## config.mk

```make
export PLATFORM = sky130hd
export DESIGN_NAME = dbg_route_switch
export DESIGN_NICKNAME = d
export VERILOG_FILES = /design/src/rtl/dbg_route_pkg.sv /design/src/rtl/dbg_ctrl_reg.sv /design/src/rtl/dbg_group_mux.sv /design/src/rtl/dbg_pin_override.sv /design/src/rtl/dbg_route_switch.sv
export SDC_FILE = /design/constraint.sdc
export NUM_CORES = 1
export LEC_CHECK = 0
export BUFFER_PORTS_ARGS = -buffer_cell sky130_fd_sc_hd__buf_2
export CORE_ASPECT_RATIO = 1.25
export CORE_MARGIN = 3
export CORE_UTILIZATION = 34
export CTS_CLUSTER_SIZE = 12
export DETAILED_ROUTE_END_ITERATION = 7
export PLACE_DENSITY = 0.91
export SETUP_SLACK_MARGIN = 0.4
export SYNTH_ARGS = -nofsm -noshare
export SYNTH_HDL_FRONTEND = slang
export SYNTH_SLANG_ARGS = --single-unit
```

## constraint.sdc

```tcl
create_clock -name clk -period 2.8 [get_ports clk]
set_input_delay 0.56 -clock clk [delete_from_list [all_inputs] [get_ports clk]]
set_output_delay 0.56 -clock clk [all_outputs]
set_load 0.03 [all_outputs]
```

## src/rtl/dbg_route_pkg.sv

```systemverilog
// Package dbg_route_pkg
// Shared sizes, control register layout and lane constants for the debug
// routing switch. Assumes six routed pins and sixteen signal groups.
package dbg_route_pkg;

    localparam int PIN_COUNT   = 6;
    localparam int GROUP_COUNT = 16;
    localparam int GRP_SEL_W   = $clog2(GROUP_COUNT);
    localparam int SRC_W       = GROUP_COUNT * PIN_COUNT;

    // Pins that the busy flag can be steered to
    localparam int BUSY_PIN_SEL1 = 4;
    localparam int BUSY_PIN_SEL2 = 5;
    localparam int BUSY_PIN_SEL3 = 0;

    // Control register fields, MSB first
    typedef struct packed {
        logic                 route_en;
        logic                 busy;
        logic [1:0]           busy_pin;
        logic [GRP_SEL_W-1:0] grp;
    } ctrl_t;

    localparam int CTRL_W = $bits(ctrl_t);

    // Lanes that carry a fixed zero
    function automatic logic lane_is_zero(input int g, input int l);
        logic hi_pair;
        logic lo_lane;
        hi_pair = (g == 1 || g == 2 || g == 6 || g == 7) && (l >= 4);
        lo_lane = (g == 3 || g == 13) && (l == 0);
        return hi_pair || lo_lane;
    endfunction

    // Mask of the source bits that are really routed
    function automatic logic [SRC_W-1:0] src_keep_mask();
        logic [SRC_W-1:0] m;
        for (int g = 0; g < GROUP_COUNT; g++) begin
            for (int l = 0; l < PIN_COUNT; l++) begin
                m[g*PIN_COUNT+l] = !lane_is_zero(g, l);
            end
        end
        return m;
    endfunction

    // One-hot pin claim for a busy select code
    function automatic logic [PIN_COUNT-1:0] busy_claim(input logic [1:0] sel);
        logic [PIN_COUNT-1:0] oh;
        oh = '0;
        case (sel)
            2'b01:   oh[BUSY_PIN_SEL1] = 1'b1;
            2'b10:   oh[BUSY_PIN_SEL2] = 1'b1;
            2'b11:   oh[BUSY_PIN_SEL3] = 1'b1;
            default: oh = '0;
        endcase
        return oh;
    endfunction

endpackage

```

## src/rtl/dbg_ctrl_reg.sv

```systemverilog
// Module dbg_ctrl_reg
// Holds the control register. A software write loads all bits. An interrupt
// entry pulse forces the busy bit to 1 and beats a write in the same cycle.
// Assumes irq_entry lasts one cycle per interrupt and is synchronous to clk.
module dbg_ctrl_reg
    import dbg_route_pkg::*;
(
    input  logic              clk,
    input  logic              rst_n,
    input  logic              wr_en,
    input  logic [CTRL_W-1:0] wr_data,
    input  logic              irq_entry,
    output ctrl_t             ctrl
);

    ctrl_t ctrl_q;
    ctrl_t ctrl_d;

    // Next value: a write loads all fields, then the hardware busy set applies
    always_comb begin
        ctrl_d = ctrl_q;
        if (wr_en) begin
            ctrl_d = ctrl_t'(wr_data);
        end
        if (irq_entry) begin
            ctrl_d.busy = 1'b1;
        end
    end

    // Register with synchronous active-low reset
    always_ff @(posedge clk) begin
        if (!rst_n) begin
            ctrl_q <= '0;
        end else begin
            ctrl_q <= ctrl_d;
        end
    end

    assign ctrl = ctrl_q;

endmodule

```

## src/rtl/dbg_group_mux.sv

```systemverilog
// Module dbg_group_mux
// Chooses one group of lanes from the flat source vector. Lanes fixed at
// zero are masked off. Assumes lane l of group g sits at bit g*LANES+l.
module dbg_group_mux
    import dbg_route_pkg::*;
#(
    parameter int LANES  = PIN_COUNT,
    parameter int GROUPS = GROUP_COUNT
) (
    input  logic [GROUPS*LANES-1:0]   src,
    input  logic [$clog2(GROUPS)-1:0] sel,
    output logic [LANES-1:0]          lanes
);

    localparam int TOTAL = GROUPS * LANES;
    localparam logic [TOTAL-1:0] KEEP = TOTAL'(src_keep_mask());

    logic [TOTAL-1:0] src_kept;

    // Clear the lanes that must read zero
    assign src_kept = src & KEEP;

    genvar l;
    generate
        for (l = 0; l < LANES; l++) begin : g_lane
            logic [GROUPS-1:0] column;
            genvar g;
            for (g = 0; g < GROUPS; g++) begin : g_col
                assign column[g] = src_kept[g*LANES+l];
            end
            // Select the chosen group for this lane
            assign lanes[l] = column[sel];
        end
    endgenerate

endmodule

```

## src/rtl/dbg_pin_override.sv

```systemverilog
// Module dbg_pin_override
// Decides what each pin drives. The busy output comes first and forces the
// driver on. Group routing comes next and keeps the port's direction bit.
// Otherwise the normal port signals pass through unchanged.
module dbg_pin_override #(
    parameter int PINS = 6
) (
    input  logic [PINS-1:0] busy_claim,
    input  logic            busy_val,
    input  logic            route_en,
    input  logic [PINS-1:0] grp_lanes,
    input  logic [PINS-1:0] port_dout,
    input  logic [PINS-1:0] port_dir,
    output logic [PINS-1:0] pin_dout,
    output logic [PINS-1:0] pin_oe
);

    genvar p;
    generate
        for (p = 0; p < PINS; p++) begin : g_pin
            // Priority between the busy output, the group and the port
            always_comb begin
                if (busy_claim[p]) begin
                    pin_dout[p] = busy_val;
                    pin_oe[p]   = 1'b1;
                end else if (route_en) begin
                    pin_dout[p] = grp_lanes[p];
                    pin_oe[p]   = port_dir[p];
                end else begin
                    pin_dout[p] = port_dout[p];
                    pin_oe[p]   = port_dir[p];
                end
            end
        end
    endgenerate

endmodule

```

## src/rtl/dbg_route_switch.sv

```systemverilog
// Module dbg_route_switch
// Top level of the debug routing switch. Contains the control register, the
// group multiplexer and the per-pin override. Register reads return the
// live register value. The pins follow the register with no extra delay.
module dbg_route_switch
    import dbg_route_pkg::*;
(
    input  logic                 clk,
    input  logic                 rst_n,
    input  logic                 reg_wr_en,
    input  logic [CTRL_W-1:0]    reg_wr_data,
    output logic [CTRL_W-1:0]    reg_rd_data,
    input  logic                 irq_entry,
    input  logic [SRC_W-1:0]     dbg_src,
    input  logic [PIN_COUNT-1:0] port_dout,
    input  logic [PIN_COUNT-1:0] port_dir,
    output logic [PIN_COUNT-1:0] pin_dout,
    output logic [PIN_COUNT-1:0] pin_oe
);

    ctrl_t                ctrl;
    logic [PIN_COUNT-1:0] grp_lanes;
    logic [PIN_COUNT-1:0] claim;

    dbg_ctrl_reg u_reg (
        .clk       (clk),
        .rst_n     (rst_n),
        .wr_en     (reg_wr_en),
        .wr_data   (reg_wr_data),
        .irq_entry (irq_entry),
        .ctrl      (ctrl)
    );

    dbg_group_mux #(
        .LANES  (PIN_COUNT),
        .GROUPS (GROUP_COUNT)
    ) u_mux (
        .src   (dbg_src),
        .sel   (ctrl.grp),
        .lanes (grp_lanes)
    );

    // Decode the busy pin select into a per-pin claim
    assign claim = busy_claim(ctrl.busy_pin);

    dbg_pin_override #(
        .PINS (PIN_COUNT)
    ) u_pins (
        .busy_claim (claim),
        .busy_val   (ctrl.busy),
        .route_en   (ctrl.route_en),
        .grp_lanes  (grp_lanes),
        .port_dout  (port_dout),
        .port_dir   (port_dir),
        .pin_dout   (pin_dout),
        .pin_oe     (pin_oe)
    );

    // Present the live register value for reads
    assign reg_rd_data = ctrl;

endmodule

```

==> Yosys cells after proc, flatten, opt, wreduce, memory -nomap -nowiden <==
Cells that the tools add are included.
{ "word_totals": {"word_cells": 38, "in_bits": 120, "out_inout_bits": 20, "reg_bits": 8} }
{ "classes": {"n_reduce_logical": 1, "muxes": 29, "n_eq_ne": 3, "magnitude_cmp": 1} }
{ "op_table": {"columns": ["cell", "n"], "rows": [
  ["1-bit binary-select mux with 4-bit select", 6],
  ["1-bit two-way mux", 22],
  ["7-bit two-way mux", 1],
  ["4-bit by 5-bit < comparator with 1-bit output (second input constant)", 1],
  ["2-bit equality test (second input constant)", 2],
  ["2-bit by 1-bit equality test with 1-bit output (second input constant)", 1],
  ["2-bit nonzero test", 1]
]} }

==> Longest topological paths before layout <==
Gate-level depths: netlist of the first run.
{ "depth": {"ltp_word": 4, "mapped_depth": 6} }

==> By module <==
A second synthesis of the first run with hierarchy kept.
{ "unflattened": {"hier_cells": 128, "hier_area_um2": 1209.9} }
{ "by_module_without_submodules": {"columns": ["mod", "area_each_um2", "n_inst", "cells_each"], "rows": [
  ["dbg_group_mux", 714.4, 1, 74],
  ["dbg_ctrl_reg", 307.8, 1, 25],
  ["dbg_pin_override", 161.4, 1, 25],
  ["dbg_route_switch", 26.3, 1, 4]
]} }

==> Worst setup path after synthesis of the first run <==
OpenSTA, ideal clock, no wires.
{ "synth_path": {"kind": "flip-flop to output port", "from": "register u_reg.ctrl_q (netlist bit u_reg.ctrl[0])", "to": "output pin_dout[0]", "path_buffers": 1, "required_ns": 2.240, "stages_incl_launch_ff": 5, "path_slack_ns": 0.289, "t_arrival_ns": 1.951, "cell_sequence": "dfxtp_1 -> buf_2 -> mux4_2 -> a2111oi_2 -> a31oi_1"} }
{ "synth_between": {"elab_chain_cells": 4} }
{ "synth_rtl": {"columns": ["element", "line_no", "source"], "rows": [
  ["start: declaration", "dbg_ctrl_reg.sv:16", "ctrl_t ctrl_q;"],
  ["start signal: assignment", "dbg_ctrl_reg.sv:35", "ctrl_q <= ctrl_d;"],
  ["1-bit binary-select mux with 4-bit select", "dbg_group_mux.sv:32", "assign lanes[l] = column[sel];"],
  ["1-bit two-way mux (not written as such)", "dbg_group_mux.sv:32", null],
  ["1-bit two-way mux", "dbg_pin_override.sv:26", "end else if (route_en) begin"],
  ["1-bit two-way mux", "dbg_pin_override.sv:23", "if (busy_claim[p]) begin"],
  ["end: declaration", "dbg_route_switch.sv:17", "output logic [PIN_COUNT-1:0] pin_dout,"]
]} }
Every way passes these cells. The select of a mux whose other input is x is not followed.

==> Worst setup path after layout of the first run <==
{ "layout_path": {"from": "register u_reg.ctrl_q (netlist bit u_reg.ctrl[0])", "to": "output pin_dout[1]"} }
{ "layout_between": {"elab_chain_cells": 3} }
{ "layout_rtl": {"columns": ["element", "line_no"], "rows": [
  ["1-bit binary-select mux with 4-bit select", "dbg_group_mux.sv:32"],
  ["1-bit two-way mux (not written as such)", "dbg_group_mux.sv:32"],
  ["1-bit two-way mux", "dbg_pin_override.sv:26"]
]} }
Every way passes these cells. The select of a mux whose other input is x is not followed.

==> flow_summary.toml, run 1 <==
[run_status]
status = "completed"

[layout]
antenna_cells = 0
syn_to_final_growth_pct = 77.50
drive_above_1_share = 0.7317
nets = 368
final_area_um2 = 2201
fill_cells = 283
largest_reg_flops = 8

[setup_path]
crit_fanout = 4
cp-start-kind = "flip-flop"
cp.required_ps = 2240
crit_path_cell_trace = "buf_12, buf_16, mux4_2, mux2_2, o22ai_2, a31oi_2, buf_6"
critical_path_class = "flip-flop to output port"
cp_slowest_stage_delay_ps = 480
critical_path.slowest_cell = "mux4_2"
cp_data_arrival_time_ps = 1900
worstSetupEndpointType = "output port"

[routing]
drt-wirelength-per-cell_um = 17.87
route.final.wire_length_mm = 5.056
via_per_inst = 5.537
ant_nets = 0
drc = 0
vias = 1567
drtIter0Drc = 67
first_pass_iters = 4

[grt]
gr-total-overflow = 0
grt_max_degree = 12
antenna_found_initial = 0
grt_pass1_vias = 1723
grt_pass1_wl_mm = 7.562
track_usage = 0.2240

[clocking]
cts_hold_buf = 0
cts_made_buffers = 3
insertion_delay_ps = 220
cts_max_path_buffers = 2
htreeDepth = 1
clkSlewWorstSetupHoldPaths_ps = 40
cts_tree = "yes"
root_buffer = "clkbuf_8"
cts_sinks = 8

[synthesis]
synth-main-ff-cell = "dfxtp_1"
yosysSeqAreaShare = 0.1292
synthArstFlopShare = 0
synth_area_um2 = 1240
synthTopCellsByArea = "mux4_2 20%, dfxtp_1 13%, mux2i_1 12%"
syn_nets = 243
synth_edf_count = 0
synth_area_per_cell_um2 = 10.08
ys_ff_latch = 8
synth.distinct_cells = 35
synth_largest_area_cell = "mux4_2"
synth_top_area_frac = 0.1998
yosys_warnings = 0
postSynthCellCount = 123

[sta]
worstMarginPinSlew_ps = 353.4
tns_ps = 0
min_period_ps = 2462
slew_headroom = 0.7644
rsz0062_at_grt = "true"
hold_violations = 0
slew_violations = 0
period_share = 0.8793
skew_ps = 0
fmax_mhz = 406.1
setup-violations-final = 0

[worst_hold_path]
min_path_type = "input pin to flip-flop"

[place]
placement.cell_area_um2 = 1886
place_congestion = 0.7062
hpwl_mm = 3.944
portBuffers = 123

[die]
die_area_um2 = 4412
ios = 140
die_y_um = 73.52
row_count = 23
core-area_um2 = 3338
start_util = 0.3714
die_x_um = 60.02

[power]
finalPower_mw = 0.6270
ir_drop_v = 0.0003315
p_leak_nw = 1.041
p_per_area_nw_per_um2 = 284.9

[flow_run]
maxCapViolations = 0
## synth_stat cells, types with 2 or more instances
cell type	instances
o211ai_1	2
o22ai_1	3
o221ai_1	2
nor2b_1	9
mux2i_1	15
mux2_2	3
a221oi_1	2
a31oi_1	3
nand2b_1	7
dfxtp_1	8
mux4_1	5
buf_2	2
nand2_1	5
clkbuf_1	6
inv_1	3
buf_4	6
and2_1	2
a311oi_1	2
o21ai_0	4
nand3b_1	3
mux4_2	11
a2111oi_0	2
nor2_1	5
a41o_1	2
## per-layer routing
layer  track usage  up-vias  part of all wire
li1              -      731                 -
met1        0.2110      733              0.34
met2        0.4700       89              0.54
met3       0.03691       14             0.098
met4       0.05419        0             0.018
met5             0        -                 0
## layout by cell type, fill, tap and decap left out, drive strengths merged, types with 3 or more instances in the layout
cell	instances
nand2	5
clkbuf	3
nand2b	7
nand3b	3
dfxtp	8
nor2b	9
a31oi	3
mux2	4
o21ai	4
mux2i	15
buf	134
mux4	16
a2111oi	3
o22ai	3
inv	4
nor2	5
## per-stage QoR
step                hold slack [ps]  instances  utilization  setup WS [ps]
floorplan                     648.1        123            -          449.3
global placement              565.4        275       0.5648          405.8
detailed placement            582.6        275       0.5648          379.9
CTS                           542.9        283       0.6458          331.1
global route                  551.1        283       0.6593          263.7
finish                        554.2        283       0.6593          337.8
## final timing paths
kind | cells after the start | to | slack [ps] | from
hold reg to reg | 2 | u_reg.ctrl[1] | 590 | u_reg.ctrl[1]
hold / removal | 2 | u_reg.ctrl[6] | 550 | irq_entry
setup / recovery | 7 | pin_dout[1] | 340 | u_reg.ctrl[0]
setup reg to reg | 4 | u_reg.ctrl[0] | 1810 | u_reg.ctrl[0]
## report_power, final
part	switching (mW)	leakage (nW)	total, mW	internal [mW]
logic	0.158	0.952	0.355	0.197
clock network	0.0421	0.0216	0.135	0.0929
registers	0.0152	0.0679	0.137	0.122
total	0.215	1.04	0.627	0.412
## kinds of logic (layout without fill, tap and decap cells)
| kind of cell | Yosys count | count (layout) | share of synthesized area |
|---|---|---|---|
| compound gates | 27 | 27 | 0.1665 |
| buf+inv | 19 | 142 | 0.08375 |
| flops | 8 | 8 | 0.1292 |
| mux | 35 | 35 | 0.4662 |
| simple gates | 34 | 34 | 0.1544 |
## layout make-up
type	instances	area, um2	area share
Multi-Input combinational cell	96	1099	0.4991
Sequential cell	8	167.7	0.07618
Timing Repair Buffer	135	832.0	0.3781
Tap cell	37	46.29	0.02103
Clock buffer	3	41.29	0.01876
Inverter	4	15.01	0.006822
## critical path, delay by kind of cell (launching register included)
kind / cells / cell delay [ps]
compound gates: 2 / 170
buf+inv: 3 / 370
flops: 1 / 390
mux: 2 / 760
## repair_timing
action,4_1_cts,5_1_grt
gates cloned,2,0
pin swaps,6,5
endpoints found under the setup margin,6,6
buffers inserted,3,0
resized for setup,39,9
No activity file was read; power rests on OpenSTA's default activity.
==> run 2: changes to the inputs <==
--- a/config.mk
+++ b/config.mk
@@ -8,10 +8,9 @@
 export BUFFER_PORTS_ARGS = -buffer_cell sky130_fd_sc_hd__buf_2
 export CORE_ASPECT_RATIO = 1.25
 export CORE_MARGIN = 3
-export CORE_UTILIZATION = 34
-export CTS_CLUSTER_SIZE = 12
+export CORE_UTILIZATION = 35
 export DETAILED_ROUTE_END_ITERATION = 7
-export PLACE_DENSITY = 0.91
+export PLACE_DENSITY = 0.93
 export SETUP_SLACK_MARGIN = 0.4
 export SYNTH_ARGS = -nofsm -noshare
 export SYNTH_HDL_FRONTEND = slang
==> constraint.sdc (replaced) <==
create_clock -name clk -period 3.13 [get_ports clk]
set_input_delay 0.626 -clock clk [delete_from_list [all_inputs] [get_ports clk]]
set_output_delay 0.626 -clock clk [all_outputs]
set_load 0.03 [all_outputs]
==> run 2 against run 1 <==
Effect of this change:
- power decreased by 19%
- largest power group unchanged
- critical path type unchanged
- clock power is 6% lower
- die area down 2.6%
- flip-flop and latch count unchanged
==> flow_summary.toml, run 2 (synthesis results as in run 1) <==
[die]
row_count = 23
die_x_um = 59.24
start_util = 0.3747
die_area_um2 = 4297
die_y_um = 72.55
ios = 140
core-area_um2 = 3309

[clocking]
cts_tree = "yes"
cts_hold_buf = 0
cts_made_buffers = 3
cts_max_path_buffers = 2
htreeDepth = 1
root_buffer = "clkbuf_8"
cts_sinks = 8
clkSlewWorstSetupHoldPaths_ps = 40
insertion_delay_ps = 230

[layout]
largest_reg_flops = 8
register_area_um2 = 165.2
multi_input_area_um2 = 975.9
fill_cells = 299
final_common_cell = "buf_2"
drive_above_1_share = 0.6364
final_cell_mix = "123 x buf_2, 15 x mux2i_1, 11 x mux4_2"
nets = 364
fin_util = 0.5856
syn_to_final_growth_pct = 56.31

[worst_hold_path]
min_path_type = "flip-flop to flip-flop"
min_from = "u_reg.ctrl[5]"

[sta]
hold_violations = 0
skew_ps = 0
min_period_ps = 2552
period_share = 0.8153
tns_ps = 0
fmax_mhz = 391.8
worstMarginPinSlew_ps = 518.2
rsz0062_at_grt = "false"
slew_headroom = 0.6541
slew_violations = 0
setup-violations-final = 0

[setup_path]
critical_path_class = "flip-flop to output port"
rr_startpoint = "u_reg.ctrl[7]"
crit_start = "u_reg.ctrl[0]"
worstSetupEndpointType = "output port"
cp-start-kind = "flip-flop"
crit_path_cell_trace = "buf_12, mux2_4, a211o_1, a2111oi_2, a31oi_1, buf_2"
critical_path.slowest_cell = "dfxtp_4"
crit_fanout = 7
cp_data_arrival_time_ps = 1930
cp.required_ps = 2500
cp_slowest_stage_delay_ps = 380

[grt]
track_usage = 0.2043
grt_max_degree = 23
antenna_found_initial = 1
grt_pass1_wl_mm = 6.803
gr-total-overflow = 0
grt_pass1_vias = 1586

[routing]
vias = 1563
first_pass_iters = 4
drc = 0
via_per_inst = 5.582
drtIter0Drc = 37
route.final.wire_length_mm = 4.616
drt-wirelength-per-cell_um = 16.49
ant_nets = 0

[place]
hpwl_mm = 3.850
place_congestion = 0.7009
portBuffers = 123

[power]
p_per_area_nw_per_um2 = 261.1
p_leak_nw = 0.9704
finalPower_mw = 0.5060
ir_drop_v = 0.0003531

[flow_run]
maxCapViolations = 0

[run_status]
status = "completed"
-- run 2: cell count changes in the layout (fill, tap and decap cells not counted), moves of 3 or more --
cell     previous run  this run
a31oi_1             0         3
a31oi_2             3         0
buf_2             117       123
buf_6               5         1
buf_8               3         0
mux4_1              2         5
mux4_2             14        11
o22ai_1             0         3
o22ai_2             3         0
-- run 2: layer usage --
metal  wire length [um]  GRT usage  vias up
met5                  0          0        -
met4                 92    0.07809        0
met3                474    0.02135        6
met2               2600     0.4216       88
met1               1448     0.1932      738
li1                   -          -      731
-- run 2: layout make-up --
class                      count  area share
inverter                       4    0.007747
sequential                     8     0.08522
tap                           37     0.02389
timing repair buffer         131      0.3570
clock buffer                   3     0.02130
multi-input combinational     96      0.5036
antenna                        1    0.001291
-- run 2: worst paths after layout --
path                                      end  slack, ps  cells after the start
worst min-delay path            u_reg.ctrl[5]        590                      2
worst min register to register  u_reg.ctrl[5]        590                      2
worst max-delay path              pin_dout[0]        580                      6
worst max register to register  u_reg.ctrl[7]       2180                      2
-- run 2: power by group --
group	internal (mW)	switching, mW
Combinational	0.138	0.119
Clock	0.0836	0.0437
Sequential	0.109	0.0130
Total	0.331	0.175
-- run 2: critical path, delay by kind of cell, from the launching register on --
family | cells | cell delay (ps)
AO/OA/AOI/OAI | 3 | 700
buffers and inverters | 2 | 320
flip-flops | 1 | 380
multiplexers | 1 | 300
-- run 2: through the flow --
stage	area (um2)	worst slack (ps)	hold WS [ps]	cells
finish	1938	578.0	589.0	280
global route	1938	454.3	615.2	280
CTS	1888	441.5	592.6	275
detailed placement	1844	485.6	583.9	272
global placement	1844	504.4	571.6	272
floorplan	1240	553.2	648.1	123
-- run 2: repair_timing --
action	CTS	global route
endpoints found under the setup margin	6	6
resized for setup	1	1
setup buffers	0	4
hold endpoints to repair	0	0
cloned	0	0
